<file path="src/rtl/owr_rom_pkg.sv">
package owr_rom_pkg;

    typedef enum logic [3:0] {
        ST_CMD,
        ST_READ,
        ST_MATCH,
        ST_SRCH_T,
        ST_SRCH_C,
        ST_SRCH_M,
        ST_FUNC,
        ST_WAIT
    } rom_state_t;

    localparam int unsigned CMD_BITS = 8;

    localparam logic [CMD_BITS-1:0] OP_READ      = 8'h33;
    localparam logic [CMD_BITS-1:0] OP_MATCH     = 8'h55;
    localparam logic [CMD_BITS-1:0] OP_SEARCH    = 8'hF0;
    localparam logic [CMD_BITS-1:0] OP_SKIP      = 8'hCC;
    localparam logic [CMD_BITS-1:0] OP_RESUME    = 8'hA5;
    localparam logic [CMD_BITS-1:0] OP_FAST_SKIP = 8'h3C;
    localparam logic [CMD_BITS-1:0] OP_FAST_MTCH = 8'h69;

endpackage

</file>
<file path="src/rtl/owr_bit_ctr.sv">
// Index counter over COUNT positions with clear priority and a last flag.
module owr_bit_ctr #(
    parameter int unsigned COUNT = 64,
    localparam int unsigned CW = (COUNT > 1) ? $clog2(COUNT) : 1
) (
    input  logic          clk,
    input  logic          rst_n,
    input  logic          clr,
    input  logic          inc,
    output logic [CW-1:0] cnt,
    output logic          at_last
);
    always_ff @(posedge clk or negedge rst_n) begin
        if (!rst_n) begin
            cnt <= '0;
        end else if (clr) begin
            cnt <= '0;
        end else if (inc) begin
            cnt <= at_last ? '0 : cnt + 1'b1;
        end
    end

    assign at_last = (cnt == CW'(COUNT - 1));
endmodule

</file>
<file path="src/rtl/owr_cmd_rx.sv">
// Assembles a command word least significant bit first.
module owr_cmd_rx #(
    parameter int unsigned W = 8
) (
    input  logic         clk,
    input  logic         rst_n,
    input  logic         restart,
    input  logic         take,
    input  logic         din,
    output logic         byte_done,
    output logic [W-1:0] cmd_byte
);
    logic [W-1:0] sr_q;
    logic         last_bit;
    logic [((W > 1) ? $clog2(W) : 1)-1:0] pos;

    owr_bit_ctr #(.COUNT(W)) u_pos (
        .clk     (clk),
        .rst_n   (rst_n),
        .clr     (restart),
        .inc     (take),
        .cnt     (pos),
        .at_last (last_bit)
    );

    always_ff @(posedge clk or negedge rst_n) begin
        if (!rst_n) begin
            sr_q <= '0;
        end else if (restart) begin
            sr_q <= '0;
        end else if (take) begin
            sr_q <= {din, sr_q[W-1:1]};
        end
    end

    assign byte_done = take && last_bit;
    assign cmd_byte  = {din, sr_q[W-1:1]};
endmodule

</file>
<file path="src/rtl/owr_rom_flags.sv">
// Resume and overdrive flags; a clear of overdrive wins over a set.
module owr_rom_flags (
    input  logic clk,
    input  logic rst_n,
    input  logic rc_set,
    input  logic rc_clr,
    input  logic od_set,
    input  logic od_clr,
    output logic rc_q,
    output logic od_q
);
    always_ff @(posedge clk or negedge rst_n) begin
        if (!rst_n) begin
            rc_q <= 1'b0;
        end else if (rc_clr) begin
            rc_q <= 1'b0;
        end else if (rc_set) begin
            rc_q <= 1'b1;
        end
    end

    always_ff @(posedge clk or negedge rst_n) begin
        if (!rst_n) begin
            od_q <= 1'b0;
        end else if (od_clr) begin
            od_q <= 1'b0;
        end else if (od_set) begin
            od_q <= 1'b1;
        end
    end
endmodule

</file>
<file path="src/rtl/owr_rom_fsm.sv">
module owr_rom_fsm
    import owr_rom_pkg::*;
#(
    parameter int unsigned ID_W = 64
) (
    input  logic            clk,
    input  logic            rst_n,
    input  logic            bus_reset,
    input  logic            reset_long,
    input  logic            slot_done,
    input  logic            slot_bit,
    input  logic [ID_W-1:0] rom_id,
    output logic            tx_active,
    output logic            tx_bit,
    output logic            dev_sel,
    output logic            rc_flag,
    output logic            od_mode
);
    localparam int unsigned IDX_W = (ID_W > 1) ? $clog2(ID_W) : 1;

    rom_state_t st_q, st_d;

    logic [IDX_W-1:0]    idx;
    logic                idx_last, idx_inc, idx_clr;
    logic                byte_done;
    logic [CMD_BITS-1:0] cmd_byte;
    logic                cmd_take;
    logic                rc_set, rc_clr, od_set;
    logic                id_bit;

    assign cmd_take = slot_done && !bus_reset && (st_q == ST_CMD);
    assign id_bit   = rom_id[idx];

    owr_cmd_rx #(.W(CMD_BITS)) u_cmd (
        .clk       (clk),
        .rst_n     (rst_n),
        .restart   (bus_reset),
        .take      (cmd_take),
        .din       (slot_bit),
        .byte_done (byte_done),
        .cmd_byte  (cmd_byte)
    );

    owr_bit_ctr #(.COUNT(ID_W)) u_idx (
        .clk     (clk),
        .rst_n   (rst_n),
        .clr     (idx_clr),
        .inc     (idx_inc),
        .cnt     (idx),
        .at_last (idx_last)
    );

    owr_rom_flags u_flags (
        .clk    (clk),
        .rst_n  (rst_n),
        .rc_set (rc_set),
        .rc_clr (rc_clr),
        .od_set (od_set),
        .od_clr (bus_reset && reset_long),
        .rc_q   (rc_flag),
        .od_q   (od_mode)
    );

    // State register
    always_ff @(posedge clk or negedge rst_n) begin
        if (!rst_n) begin
            st_q <= ST_CMD;
        end else begin
            st_q <= st_d;
        end
    end

    // Next state and flag controls
    always_comb begin
        st_d    = st_q;
        rc_set  = 1'b0;
        rc_clr  = 1'b0;
        od_set  = 1'b0;
        idx_inc = 1'b0;
        idx_clr = 1'b0;
        if (bus_reset) begin
            st_d    = ST_CMD;
            idx_clr = 1'b1;
        end else if (slot_done) begin
            unique case (st_q)
                ST_CMD: begin
                    if (byte_done) begin
                        idx_clr = 1'b1;
                        case (cmd_byte)
                            OP_READ: begin
                                rc_clr = 1'b1;
                                st_d   = ST_READ;
                            end
                            OP_MATCH: begin
                                rc_clr = 1'b1;
                                st_d   = ST_MATCH;
                            end
                            OP_FAST_MTCH: begin
                                rc_clr = 1'b1;
                                od_set = 1'b1;
                                st_d   = ST_MATCH;
                            end
                            OP_SEARCH: begin
                                rc_clr = 1'b1;
                                st_d   = ST_SRCH_T;
                            end
                            OP_SKIP: begin
                                rc_clr = 1'b1;
                                st_d   = ST_FUNC;
                            end
                            OP_FAST_SKIP: begin
                                rc_clr = 1'b1;
                                od_set = 1'b1;
                                st_d   = ST_FUNC;
                            end
                            OP_RESUME: begin
                                st_d = rc_flag ? ST_FUNC : ST_WAIT;
                            end
                            default: begin
                                st_d = ST_WAIT;
                            end
                        endcase
                    end
                end
                ST_READ: begin
                    if (idx_last) begin
                        st_d = ST_FUNC;
                    end else begin
                        idx_inc = 1'b1;
                    end
                end
                ST_MATCH: begin
                    if (slot_bit != id_bit) begin
                        st_d = ST_WAIT;
                    end else if (idx_last) begin
                        rc_set = 1'b1;
                        st_d   = ST_FUNC;
                    end else begin
                        idx_inc = 1'b1;
                    end
                end
                ST_SRCH_T: st_d = ST_SRCH_C;
                ST_SRCH_C: st_d = ST_SRCH_M;
                ST_SRCH_M: begin
                    if (slot_bit != id_bit) begin
                        st_d = ST_WAIT;
                    end else if (idx_last) begin
                        rc_set = 1'b1;
                        st_d   = ST_FUNC;
                    end else begin
                        idx_inc = 1'b1;
                        st_d    = ST_SRCH_T;
                    end
                end
                ST_FUNC: st_d = ST_FUNC;
                ST_WAIT: st_d = ST_WAIT;
            endcase
        end
    end

    // Outputs
    always_comb begin
        tx_active = 1'b0;
        tx_bit    = 1'b1;
        dev_sel   = 1'b0;
        unique case (st_q)
            ST_READ, ST_SRCH_T: begin
                tx_active = 1'b1;
                tx_bit    = id_bit;
            end
            ST_SRCH_C: begin
                tx_active = 1'b1;
                tx_bit    = ~id_bit;
            end
            ST_FUNC: dev_sel = 1'b1;
            ST_CMD, ST_MATCH, ST_SRCH_M, ST_WAIT: begin
                tx_active = 1'b0;
            end
        endcase
    end
endmodule

</file>
<file path="config.mk">
export PLATFORM = sky130hd
export DESIGN_NAME = owr_rom_fsm
export DESIGN_NICKNAME = d
export VERILOG_FILES = /design/src/rtl/owr_rom_pkg.sv /design/src/rtl/owr_bit_ctr.sv /design/src/rtl/owr_cmd_rx.sv /design/src/rtl/owr_rom_flags.sv /design/src/rtl/owr_rom_fsm.sv
export SDC_FILE = /design/constraint.sdc
export NUM_CORES = 1
export LEC_CHECK = 0
export CAP_MARGIN = 30
export CORE_UTILIZATION = 49
export DETAILED_ROUTE_END_ITERATION = 12
export HOLD_SLACK_MARGIN = 0.03
export PLACE_DENSITY = 0.85
export RECOVER_POWER = 50
export SYNTH_ARGS = -nofsm -noshare
export SYNTH_HDL_FRONTEND = slang
export SYNTH_SLANG_ARGS = --single-unit
</file>
<file path="constraint.sdc">
create_clock -name clk -period 5.3 [get_ports clk]
set_clock_uncertainty 0.15 [all_clocks]
set_input_delay 0.53 -clock clk [delete_from_list [all_inputs] [get_ports clk]]
set_output_delay 0.53 -clock clk [all_outputs]
set_load 0.01 [all_outputs]
</file>
==> metrics.cfg <==
[run_status]
outcome=completed

[floorplan]
die_y_um=66.3
rows=22
die_x_um=66.3
io_pins=75
initial_core_util_pct=53.3
core_area_um2=3800
dieArea_um2=4390

[synth]
synthCells=215
ys.flop_type=dfrtp_1
seq_area_frac_synth_pct=27.2
async_flop_share_pct=100
synthesis.area_um2=2020
yosys-top-cells-count=nand2_1, dfrtp_1, o21ai_0, nor2_1, nand2b_1
synth.avg_cell_area_um2=9.41
ys_ff_latch=22
syn_nets=288
synth_cell_type_count=52
synth-edff-count=0
synth.most_common_cell=nand2_1
synth_area_leaders=dfrtp_1, mux4_1, mux4_2
synth_top_area_share_pct=27.2
yosys.area.top_type=dfrtp_1
synth_warnings=0

[detailed_routing]
wl_per_cell_um=16.2
wirelength_um=5310
met3WireLength_um=226
dr_wl_met2_um=2780
num_vias=1964
postRouteAntennaNets=0
drc=0
vias_per_cell=6.01
dr.pass1.iters=4
highest_layer=met4
drtIter0Drc=88
drt-met1-wl_um=2260

[sta]
slew_viol_final=0
relSlewSlack_pct=33.3
final.setup.tns_ns=0
rsz0062_at_grt=no
tightest_slew_ns=1.00
finalCritPeriodShare_pct=77.3
fin_crit_ns=4.10
max_freq_ghz=0.244
hold_viol=0
finalSetupViolations=0

[global_route]
antenna_found_initial=0
grt_pass1_vias=1863
grt_use_total_pct=26.5
grt_max_degree=23
grt_remaining_overflow=0
grt_pass1_wl_um=8760

[clocking]
htree_num_levels=1
cts_buffer_depth=2
postCtsResizedCells=0
root_buffer=clkbuf_8
ctsHoldBuffers=0
clkLatencyLatePin_ns=0.26
path_clk_slew_ns=0.08
cts_setup_buffers=0
cts_tree=built
cts_sinks=22
cts_buffers=3

[setup_path]
crit_buf_inv=2
path_cells=buf_8 -> mux4_1 -> mux4_2 -> mux2i_4 -> nand2_1 -> nand2_1 -> nor2_1 -> o21ai_0 -> clkdlybuf4s50_1
end_kind=output port
crit_type=reg -> out
arrival_ns=3.42
start_kind=register
crit_required_ns=4.62
cp_max_fo=12
cpMostUsedCell=nand2_1
cp_top_family=multiplexers
slowest_stage=dfrtp_1
rrSetupSlack_ns=1.79
cpPeakStageDelay_ns=0.70

[power_and_ir_drop]
p_total_w=0.000442
p_int_w=0.000321
clkPwrFrac_pct=23.1
peakVddDrop_mv=0.113
switching_share_pct=27.5
switchingPower_w=0.000121
power_density_nw_per_um2=157
p_comb_share_pct=33.4
leakage_nw=1.11
pwr-share-seq_pct=43.4

[final_layout]
antenna_cells=0
syn_to_final_growth_pct=39.3
fillers=289
fin_nets=354
drive_gt1_share_pct=6.45

[placed_design]
io_buffers=74
gp_congestion=0.857
hpwl_um=4070

[hold_path]
hp-class=reg -> reg

[job]
cap_violations=0

-- routing by layer --
metal,vias up,track usage [%]
li1,953,-
met1,938,34.5
met2,65,46.3
met3,8,3.62
met4,0,6.12
met5,-,0
-- power by group through the flow --
stage                     combinational (W)  clock [W]  sequential [W]
after floorplan                   0.0000831          0        0.000186
after global placement             0.000139          0        0.000197
after detailed placement           0.000144          0        0.000198
after CTS                          0.000145   0.000104        0.000195
after global routing               0.000162   0.000114        0.000194
final                              0.000148   0.000102        0.000192
-- kinds of logic after synthesis --
family	Yosys count	share of synthesized area (%)
mux	24	24.2
simple gates	84	22.4
fa+ha+maj	3	1.86
compound gates	57	18.7
buf+inv	25	5.57
flops	22	27.2
-- worst register-to-register path: stages (launching register included) --
cell      delay (ns)
dfrtp_1         0.70
buf_8           0.24
mux4_1          0.57
mux4_2          0.51
mux2i_4         0.20
inv_2           0.04
o2111a_1        0.25
o21ai_2         0.41
nor2_2          0.07
a211o_1         0.27
-- cell usage in the layout (no fill, tap or decap), drive strengths merged, types with 2 or more instances in the layout --
master	Yosys	layout
clkdlybuf4s50	0	71
nand2	23	23
dfrtp	22	22
o21ai	21	21
mux4	16	16
nor2	13	13
nand2b	11	11
inv	9	9
a21oi	8	8
mux2i	8	8
nand3	7	7
nor3	6	6
nor4bb	5	5
a21o	5	5
and3	4	4
clkbuf	10	4
a22o	3	3
ha	3	3
dlygate4sd3	0	3
and2	2	2
nor2b	2	2
o2bb2ai	2	2
or2	2	2
or3	2	2
a31oi	2	2
o211ai	2	2
o31ai	2	2
nor4	2	2
buf	6	2
-- final cells by class --
class	count	area, um2	share of cell area [%]
tap	48	60.1	2.13
clock buffer	3	41.3	1.46
inverter	9	33.8	1.20
timing repair buffer	77	767	27.2
sequential	22	551	19.5
multi-input combinational	168	1370	48.5
-- worst paths after layout --
path,from,end,cells past startpoint
min in group asynchronous,rst_n,u_cmd.u_pos.cnt[1],1
hold reg to reg,u_flags.od_q,u_flags.od_q,2
setup reg to reg,u_idx.cnt[0],u_idx.cnt[3],9
hold / removal,u_flags.od_q,u_flags.od_q,2
setup / recovery,u_idx.cnt[0],tx_bit,9
max in group asynchronous,rst_n,u_idx.cnt[1],2
-- per-stage QoR --
stage	instances	hold slack (ns)	worst slack, ns	util [%]	instance area (um2)
finish	327	0.359	1.20	74.2	2820
global placement	322	0.309	1.36	72.6	2760
CTS	326	0.361	0.953	74.4	2830
detailed placement	323	0.362	1.29	73.4	2790
floorplan	215	0.0844	2.35	-	2020
global route	327	0.384	1.04	74.2	2820
-- flip-flops by register name, summed over array words and instances (netlist names) --
name and count:
u_idx.cnt 6, u_cmd.sr_q 7, st_q 4, u_flags.rc_q 1, u_cmd.u_pos.cnt 3, u_flags.od_q 1
Power figures use the tool's default switching activity.
